<file path="config.mk">
export PLATFORM = sky130hd
export DESIGN_NAME = l1_cmd_formatter
export DESIGN_NICKNAME = d
export VERILOG_FILES = /design/src/rtl/l1cf_pkg.sv /design/src/rtl/l1cf_decode.sv /design/src/rtl/l1cf_flit_seq.sv /design/src/rtl/l1cf_lane_sel.sv /design/src/rtl/l1_cmd_formatter.sv
export SDC_FILE = /design/constraint.sdc
export NUM_CORES = 1
export LEC_CHECK = 0
export BUFFER_PORTS_ARGS = -buffer_cell sky130_fd_sc_hd__clkbuf_2
export CAP_MARGIN = 30
export CELL_PAD_IN_SITES_DETAIL_PLACEMENT = 1
export CELL_PAD_IN_SITES_GLOBAL_PLACEMENT = 1
export CORE_UTILIZATION = 40
export DETAILED_ROUTE_END_ITERATION = 16
export GPL_TIMING_DRIVEN = 0
export PLACE_DENSITY = 0.81
export SLEW_MARGIN = 25
export SYNTH_ARGS = -nofsm -noshare
export SYNTH_HDL_FRONTEND = slang
export SYNTH_SLANG_ARGS = --single-unit
</file>
<file path="constraint.sdc">
create_clock -name clk -period 2.9 [get_ports clk]
set_clock_uncertainty 0.05 [all_clocks]
set_input_delay 0.145 -clock clk [delete_from_list [all_inputs] [get_ports clk]]
set_output_delay 0.145 -clock clk [all_outputs]
set_load 0.1 [all_outputs]
</file>
<file path="src/rtl/l1cf_pkg.sv">
package l1cf_pkg;

   typedef enum logic [2:0] {
      K_RD_UNC    = 3'd0,
      K_RD_CACHED = 3'd1,
      K_WRITE     = 3'd2,
      K_LINK_LD   = 3'd3,
      K_STORE_CND = 3'd4,
      K_CLEANUP   = 3'd5
   } req_kind_e;

   localparam logic [1:0] CODE_SC    = 2'b00;
   localparam logic [1:0] CODE_READ  = 2'b01;
   localparam logic [1:0] CODE_WRITE = 2'b10;
   localparam logic [1:0] CODE_LL    = 2'b11;

endpackage

</file>
<file path="src/rtl/l1cf_decode.sv">
module l1cf_decode
   import l1cf_pkg::*;
#(
   parameter int WADDR_W    = 30,
   parameter int BE_W       = 4,
   parameter int LINE_WORDS = 16,
   parameter int SLOT_W     = 3,
   parameter int NW_W       = 4,
   parameter int TRDID_W    = 4,
   parameter int PLEN_W     = 7
) (
   input  logic [2:0]         kind,
   input  logic               inst,
   input  logic [WADDR_W-1:0] addr,
   input  logic [NW_W-1:0]    nwords,
   input  logic [SLOT_W-1:0]  slot,
   output logic [1:0]         code,
   output logic [TRDID_W-1:0] trdid,
   output logic [PLEN_W-1:0]  plen,
   output logic [WADDR_W-1:0] base,
   output logic [NW_W-1:0]    nflits,
   output logic               use_idx,
   output logic               use_lane0,
   output logic               bad
);
   localparam int HALF     = LINE_WORDS / 2;
   localparam int LINE_LSB = $clog2(LINE_WORDS);
   localparam int HALF_LSB = $clog2(HALF);

   logic [WADDR_W-1:0] line_base;
   logic [NW_W:0]      span;

   assign line_base = {addr[WADDR_W-1:LINE_LSB], {LINE_LSB{1'b0}}};
   assign span      = (NW_W+1)'(addr[HALF_LSB-1:0]) + {1'b0, nwords};

   always_comb begin
      code      = CODE_READ;
      trdid     = '0;
      plen      = PLEN_W'(BE_W);
      base      = addr;
      nflits    = NW_W'(1);
      use_idx   = 1'b0;
      use_lane0 = 1'b0;
      bad       = 1'b0;
      case (req_kind_e'(kind))
         K_RD_UNC: begin
            trdid = TRDID_W'({1'b0, inst});
         end
         K_RD_CACHED: begin
            trdid = TRDID_W'({1'b1, inst});
            plen  = PLEN_W'(LINE_WORDS * BE_W);
            base  = line_base;
         end
         K_WRITE: begin
            code    = CODE_WRITE;
            trdid   = {1'b1, slot};
            plen    = PLEN_W'(nwords) * PLEN_W'(BE_W);
            nflits  = nwords;
            use_idx = 1'b1;
            bad     = (nwords == '0) || (nwords > NW_W'(HALF)) ||
                      (span > (NW_W+1)'(HALF));
         end
         K_LINK_LD: begin
            code = CODE_LL;
         end
         K_STORE_CND: begin
            code      = CODE_SC;
            use_lane0 = 1'b1;
         end
         K_CLEANUP: begin
            code  = CODE_WRITE;
            trdid = TRDID_W'(inst);
            base  = line_base;
         end
         default: begin
            bad = 1'b1;
         end
      endcase
   end

endmodule

</file>
<file path="src/rtl/l1cf_flit_seq.sv">
module l1cf_flit_seq #(
   parameter int NW_W = 4
) (
   input  logic            clk,
   input  logic            rst_n,
   input  logic            accept,
   input  logic            reject,
   input  logic [NW_W-1:0] nflits,
   input  logic            fire,
   output logic            busy,
   output logic [NW_W-1:0] idx,
   output logic            last,
   output logic            err
);
   assign last = (idx == nflits - NW_W'(1));

   always_ff @(posedge clk) begin
      if (!rst_n) begin
         busy <= 1'b0;
         idx  <= '0;
         err  <= 1'b0;
      end else begin
         err <= accept && reject;
         if (accept && !reject) begin
            busy <= 1'b1;
            idx  <= '0;
         end else if (fire) begin
            if (last) begin
               busy <= 1'b0;
            end else begin
               idx <= idx + NW_W'(1);
            end
         end
      end
   end

endmodule

</file>
<file path="src/rtl/l1cf_lane_sel.sv">
module l1cf_lane_sel #(
   parameter int DATA_W = 32,
   parameter int BE_W   = 4,
   parameter int LANES  = 8,
   parameter int IDX_W  = 4
) (
   input  logic [LANES*DATA_W-1:0] lanes_data,
   input  logic [LANES*BE_W-1:0]   lanes_be,
   input  logic [IDX_W-1:0]        idx,
   input  logic                    use_idx,
   input  logic                    use_lane0,
   output logic [DATA_W-1:0]       wdata,
   output logic [BE_W-1:0]         be
);
   localparam int SEL_W = $clog2(LANES);

   logic [DATA_W-1:0] ld [LANES];
   logic [BE_W-1:0]   lb [LANES];
   logic              in_range;

   for (genvar g = 0; g < LANES; g++) begin : g_lane
      assign ld[g] = lanes_data[g*DATA_W +: DATA_W];
      assign lb[g] = lanes_be[g*BE_W +: BE_W];
   end

   assign in_range = (idx < IDX_W'(LANES));

   always_comb begin
      wdata = '0;
      be    = '1;
      if (use_idx) begin
         if (in_range) begin
            wdata = ld[idx[SEL_W-1:0]];
            be    = lb[idx[SEL_W-1:0]];
         end else begin
            be = '0;
         end
      end else if (use_lane0) begin
         wdata = ld[0];
         be    = lb[0];
      end
   end

endmodule

</file>
<file path="src/rtl/l1_cmd_formatter.sv">
module l1_cmd_formatter #(
   parameter  int WADDR_W    = 30,
   parameter  int DATA_W     = 32,
   parameter  int LINE_WORDS = 16,
   parameter  int SLOT_W     = 3,
   localparam int BE_W       = DATA_W / 8,
   localparam int BYTE_LSB   = $clog2(BE_W),
   localparam int HALF_WORDS = LINE_WORDS / 2,
   localparam int NW_W       = $clog2(HALF_WORDS) + 1,
   localparam int TRDID_W    = SLOT_W + 1,
   localparam int PLEN_W     = $clog2(LINE_WORDS * BE_W) + 1,
   localparam int ADDR_W     = WADDR_W + BYTE_LSB
) (
   input  logic                         clk,
   input  logic                         rst_n,
   input  logic                         req_valid,
   output logic                         req_ready,
   input  logic [2:0]                   req_kind,
   input  logic                         req_inst,
   input  logic [WADDR_W-1:0]           req_addr,
   input  logic [NW_W-1:0]              req_nwords,
   input  logic [SLOT_W-1:0]            req_slot,
   input  logic [HALF_WORDS*DATA_W-1:0] req_wdata,
   input  logic [HALF_WORDS*BE_W-1:0]   req_be,
   output logic                         req_err,
   output logic                         cmd_valid,
   input  logic                         cmd_ready,
   output logic [1:0]                   cmd_code,
   output logic [ADDR_W-1:0]            cmd_addr,
   output logic [PLEN_W-1:0]            cmd_plen,
   output logic [TRDID_W-1:0]           cmd_trdid,
   output logic [BE_W-1:0]              cmd_be,
   output logic [DATA_W-1:0]            cmd_wdata,
   output logic                         cmd_eop
);
   if (DATA_W < 16 || (DATA_W % 8) != 0 || (BE_W & (BE_W - 1)) != 0) begin : g_bad_data
      $error("l1_cmd_formatter: DATA_W must be a power-of-two byte count of at least 2 bytes");
   end
   if (LINE_WORDS < 4 || (LINE_WORDS & (LINE_WORDS - 1)) != 0) begin : g_bad_line
      $error("l1_cmd_formatter: LINE_WORDS must be a power of two, at least 4");
   end
   if (SLOT_W < 1) begin : g_bad_slot
      $error("l1_cmd_formatter: SLOT_W must be at least 1");
   end
   if (WADDR_W <= $clog2(LINE_WORDS)) begin : g_bad_addr
      $error("l1_cmd_formatter: WADDR_W too small for one line");
   end

   logic [1:0]         d_code;
   logic [TRDID_W-1:0] d_trdid;
   logic [PLEN_W-1:0]  d_plen;
   logic [WADDR_W-1:0] d_base;
   logic [NW_W-1:0]    d_nflits;
   logic               d_use_idx, d_use_lane0, d_bad;

   logic [1:0]                   h_code;
   logic [TRDID_W-1:0]           h_trdid;
   logic [PLEN_W-1:0]            h_plen;
   logic [WADDR_W-1:0]           h_base;
   logic [NW_W-1:0]              h_nflits;
   logic                         h_use_idx, h_use_lane0;
   logic [HALF_WORDS*DATA_W-1:0] h_wdata;
   logic [HALF_WORDS*BE_W-1:0]   h_be;

   logic            busy, last, accept, fire;
   logic [NW_W-1:0] idx;

   assign req_ready = !busy;
   assign accept    = req_valid && req_ready;
   assign fire      = cmd_valid && cmd_ready;

   l1cf_decode #(
      .WADDR_W(WADDR_W), .BE_W(BE_W), .LINE_WORDS(LINE_WORDS), .SLOT_W(SLOT_W),
      .NW_W(NW_W), .TRDID_W(TRDID_W), .PLEN_W(PLEN_W)
   ) u_decode (
      .kind(req_kind), .inst(req_inst), .addr(req_addr), .nwords(req_nwords),
      .slot(req_slot), .code(d_code), .trdid(d_trdid), .plen(d_plen),
      .base(d_base), .nflits(d_nflits), .use_idx(d_use_idx),
      .use_lane0(d_use_lane0), .bad(d_bad)
   );

   always_ff @(posedge clk) begin
      if (!rst_n) begin
         h_code      <= '0;
         h_trdid     <= '0;
         h_plen      <= '0;
         h_base      <= '0;
         h_nflits    <= NW_W'(1);
         h_use_idx   <= 1'b0;
         h_use_lane0 <= 1'b0;
         h_wdata     <= '0;
         h_be        <= '0;
      end else if (accept && !d_bad) begin
         h_code      <= d_code;
         h_trdid     <= d_trdid;
         h_plen      <= d_plen;
         h_base      <= d_base;
         h_nflits    <= d_nflits;
         h_use_idx   <= d_use_idx;
         h_use_lane0 <= d_use_lane0;
         h_wdata     <= req_wdata;
         h_be        <= req_be;
      end
   end

   l1cf_flit_seq #(.NW_W(NW_W)) u_seq (
      .clk(clk), .rst_n(rst_n), .accept(accept), .reject(d_bad),
      .nflits(h_nflits), .fire(fire), .busy(busy), .idx(idx), .last(last),
      .err(req_err)
   );

   l1cf_lane_sel #(
      .DATA_W(DATA_W), .BE_W(BE_W), .LANES(HALF_WORDS), .IDX_W(NW_W)
   ) u_lane (
      .lanes_data(h_wdata), .lanes_be(h_be), .idx(idx), .use_idx(h_use_idx),
      .use_lane0(h_use_lane0), .wdata(cmd_wdata), .be(cmd_be)
   );

   assign cmd_valid = busy;
   assign cmd_code  = h_code;
   assign cmd_trdid = h_trdid;
   assign cmd_plen  = h_plen;
   assign cmd_addr  = {h_base + WADDR_W'(idx), {BYTE_LSB{1'b0}}};
   assign cmd_eop   = last;

endmodule

</file>
==> flow_metrics.env <==
export IMPL_status="complete, but fails checks"
export IMPL_violations="setup timing"
export IMPL_r2r_start="u_seq.busy"
export IMPL_synth_common_cells="nand2_1 (469), dfxtp_1 (337), mux2i_1 (217)"
export IMPL_synth_xor_area_share_pct=2.130
export IMPL_cts_sinks=337
export IMPL_synth_top_family_by_area="multiplexers"
export IMPL_period_share_pct=101.0
export IMPL_clockBufferDepth=3
export IMPL_grt_antenna_before_repair=16
export IMPL_irDropWorstVdd_uv=430.0
export IMPL_worst_hold_path_endpoint="h_use_lane0"
export IMPL_synth_top_area_share_pct=42.39
export IMPL_max_stage_delay_ns=0.37
export IMPL_p_leak_nw=10.60
export IMPL_slew_violations=0
export IMPL_drive_above_1_share_pct=30.93
export IMPL_worstSetupPathType="flip-flop to output pin"
export IMPL_grt_max_degree=14
export IMPL_clockPowerShare_pct=41.8
export IMPL_setup_viol=3
export IMPL_sw_frac_of_total_pct=29.66
export IMPL_worstSkewPairLatency_ns=0.55
export IMPL_dr_total_vias=17260
export IMPL_arrival_ns=2.74
export IMPL_drt_iter0_markers=1086
export IMPL_clkSlewWorstSetupHoldPaths_ns=0.06
export IMPL_hp_class="input pin to flip-flop"
export IMPL_core_um2=38920
export IMPL_ys_ff_latch=337
export IMPL_synthesis_area_um2=15920
export IMPL_synthAdderAreaFrac_pct=0.9590
export IMPL_timing_fmax_mhz=341.3
export IMPL_io_buffer_count=410
export IMPL_stdcell_count=3017
export IMPL_track_usage_pct=39.85
export IMPL_rsz0062_at_grt="yes"
export IMPL_max_slew_worst_pin_slew_ns=1.043
export IMPL_cts_root_buf="clkbuf_16"
export IMPL_yosys_warnings=0
export IMPL_syn_avg_cell_area_um2=9.617
export IMPL_worstHoldPathCells=4
export IMPL_grt_pass1_wl_um=122500
export IMPL_seqPwrFrac_pct=39.4
export IMPL_r2r_cells=7
export IMPL_reg2reg_slack_ns=0.53
export IMPL_cp_end_kind="output pin"
export IMPL_min_period_ns=2.930
export IMPL_start_util_pct=40.90
export IMPL_fillers=4310
export IMPL_synth_seq_area_share_pct=42.39
export IMPL_overflow=0
export IMPL_syn_inst=1655
export IMPL_synth_most_common_cell="nand2_1"
export IMPL_internal_power_mw=9.303
export IMPL_cts_buffers=40
export IMPL_slew_headroom_pct=30.46
export IMPL_cp_cell_sequence="buf_8 -> inv_6 -> fa_2 -> nor2b_1 -> o21a_2 -> o211ai_1 -> nor2_2 -> xor2_4 -> clkbuf_16"
export IMPL_ios=418
export IMPL_routedWlPerCell_um=27.41
export IMPL_synth_cell_type_count=52
export IMPL_place_inst=2586
export IMPL_timing_max_cap_violations=0
export IMPL_min_from="req_valid"
export IMPL_synth_area_leaders="dfxtp_1 (42%), mux2i_1 (14%), nand2_1 (11%), a22o_1 (6.2%), mux4_2 (5.7%)"
export IMPL_die_h_um=201.5
export IMPL_p_per_area_nw_per_um2=540.5
export IMPL_h_tree_depth=2
export IMPL_layout_nets=2795
export IMPL_synth_main_ff_cell="dfxtp_1"
export IMPL_async_reset_ff_share_pct=0
export IMPL_hold_viol_final=0
export IMPL_antenna_left=0
export IMPL_synth_largest_area_cell="dfxtp_1"
export IMPL_startpoint_type="flip-flop"
export IMPL_required_ns=2.71
export IMPL_cts_tree="done"
export IMPL_die_w_um=201.5
export IMPL_cp_max_fo=4
export IMPL_gp_congestion=0.8891
export IMPL_drc=0
export IMPL_synth_compound_area_share_pct=10.97
export IMPL_synth_edf_count=0
export IMPL_synthMuxAreaShare_pct=23.76
export IMPL_power_frac_comb_pct=18.7
export IMPL_dpl_hpwl_um=47000
export IMPL_routed_wirelength_um=82700
export IMPL_finalWorstSetupSlack_ns=-0.03006
export IMPL_area_growth_pct=53.71
export IMPL_viasPerCell=5.721
export IMPL_cp_slowest_cell="dfxtp_4"
export IMPL_r2r_end="cmd_plen[2]"
export IMPL_drt_pass1_iterations=6
export IMPL_std_cell_rows=72
export IMPL_synthSimpleGateAreaFrac_pct=14.29
export IMPL_die_area_um2=40590
export IMPL_grt_pass1_vias=19530
export IMPL_p_sw_mw=3.922
export IMPL_tns_ns=-0.07545
## state kept, by name, indices dropped and copies added, names as in the netlist
signal       flops
h_wdata        256
h_be            32
h_base          30
cmd_trdid        4
u_seq.idx        4
cmd_plen         3
h_nflits         3
cmd_code         2
h_use_lane0      1
u_seq.busy       1
u_seq.err        1
## metrics by stage
| step | util, % | hold slack [ns] | instance area, um2 | total power, mW | worst slack [ns] |
|---|---|---|---|---|---|
| final | 62.87 | 0.09805 | 24470 | 13.23 | -0.03006 |
| after global routing | 62.83 | 0.1074 | 24450 | 13.52 | -0.1354 |
| after CTS | 62.31 | 0.03382 | 24250 | 12.86 | -0.08317 |
| after detailed placement | 48.75 | 0.3094 | 18970 | 7.134 | -0.7121 |
| after global placement | 48.75 | 0.3083 | 18970 | 7.062 | -0.7044 |
| after floorplan | - | 0.2205 | 16270 | 6.478 | -0.4876 |
## repair_timing
action,4_1_cts,5_1_grt
gates cloned,0,1
pin swaps,9,12
hold endpoints to repair,331,0
gates resized for setup,154,70
setup buffers,6,4
hold buffers,330,0
endpoints found under the setup margin,63,62
## cell usage in the layout (no fill, tap or decap), drive strengths merged, types with 9 or more instances in the layout
cell         netlist  routed
clkbuf            75     518
nand2            469     469
dfxtp            337     337
dlygate4sd3        0     330
mux2i            217     217
a22o             113     113
buf               69     104
mux2              63      63
nor2              46      46
mux4              40      40
o31ai             31      31
o22ai             31      31
xnor2             26      26
diode              0      19
inv               16      18
nand3             12      12
xor2              10      10
nor3               9       9
ha                 9       9
## power by group through the flow
stage | combinational (mW) | sequential [mW] | clock, mW
floorplan | 1.24 | 5.23 | 0
global placement | 1.82 | 5.24 | 0
detailed placement | 1.87 | 5.26 | 0
CTS | 2.28 | 5.17 | 5.41
global route | 2.57 | 5.23 | 5.72
finish | 2.48 | 5.21 | 5.53
## routing by layer
layer / share of wire [%] / global-route usage, % / up-vias
li1: - / - / 7372
met5: 0.064 / 0 / -
met3: 6.6 / 9.119 / 382
met4: 6.8 / 24.81 / 8
met1: 36 / 42.64 / 8554
met2: 50 / 70.84 / 944
## worst max path at each step
| stage | startpoint | end | slack [ns] |
|---|---|---|---|
| 2_1_floorplan | u_seq.idx[1] | cmd_addr[14] | -0.49 |
| 3_3_place_gp | u_seq.idx[1] | cmd_addr[22] | -0.70 |
| 3_5_place_dp | u_seq.idx[1] | cmd_addr[22] | -0.71 |
| 4_1_cts | u_seq.idx[0] | cmd_addr[28] | -0.08 |
| 5_1_grt | u_seq.idx[0] | cmd_addr[30] | -0.14 |
| 6_report | u_seq.idx[1] | cmd_addr[30] | -0.03 |
## critical path, delay by kind of cell, from the launching register on
family          cells  cell delay [ns]
xor+xnor            1             0.21
compound gates      2             0.45
fa+ha+maj           1             0.37
buf+inv             3             0.38
flops               1             0.37
simple gates        2             0.40
## cell families (layout without fill, tap and decap cells)
kind of cell,after synthesis,after routing
XOR/XNOR,37,37
adder cells (fa/ha/maj),11,11
AO/OA/AOI/OAI,219,219
flip-flops,337,337
multiplexers,320,320
buffers and inverters,160,982
other,1,23
AND/OR/NAND/NOR,570,570
## final cells by class
class	instances	area (um2)	area share, %
antenna	19	47.55	0.1943
buffer	144	918.4	3.754
clock buffer	57	1176	4.807
clock inverter	14	210.2	0.8592
inverter	16	65.06	0.2659
multi-input combinational	1161	8853	36.19
sequential	337	6756	27.62
tap	518	648.1	2.649
timing repair buffer	751	5791	23.67
Power figures use the tool's default switching activity.
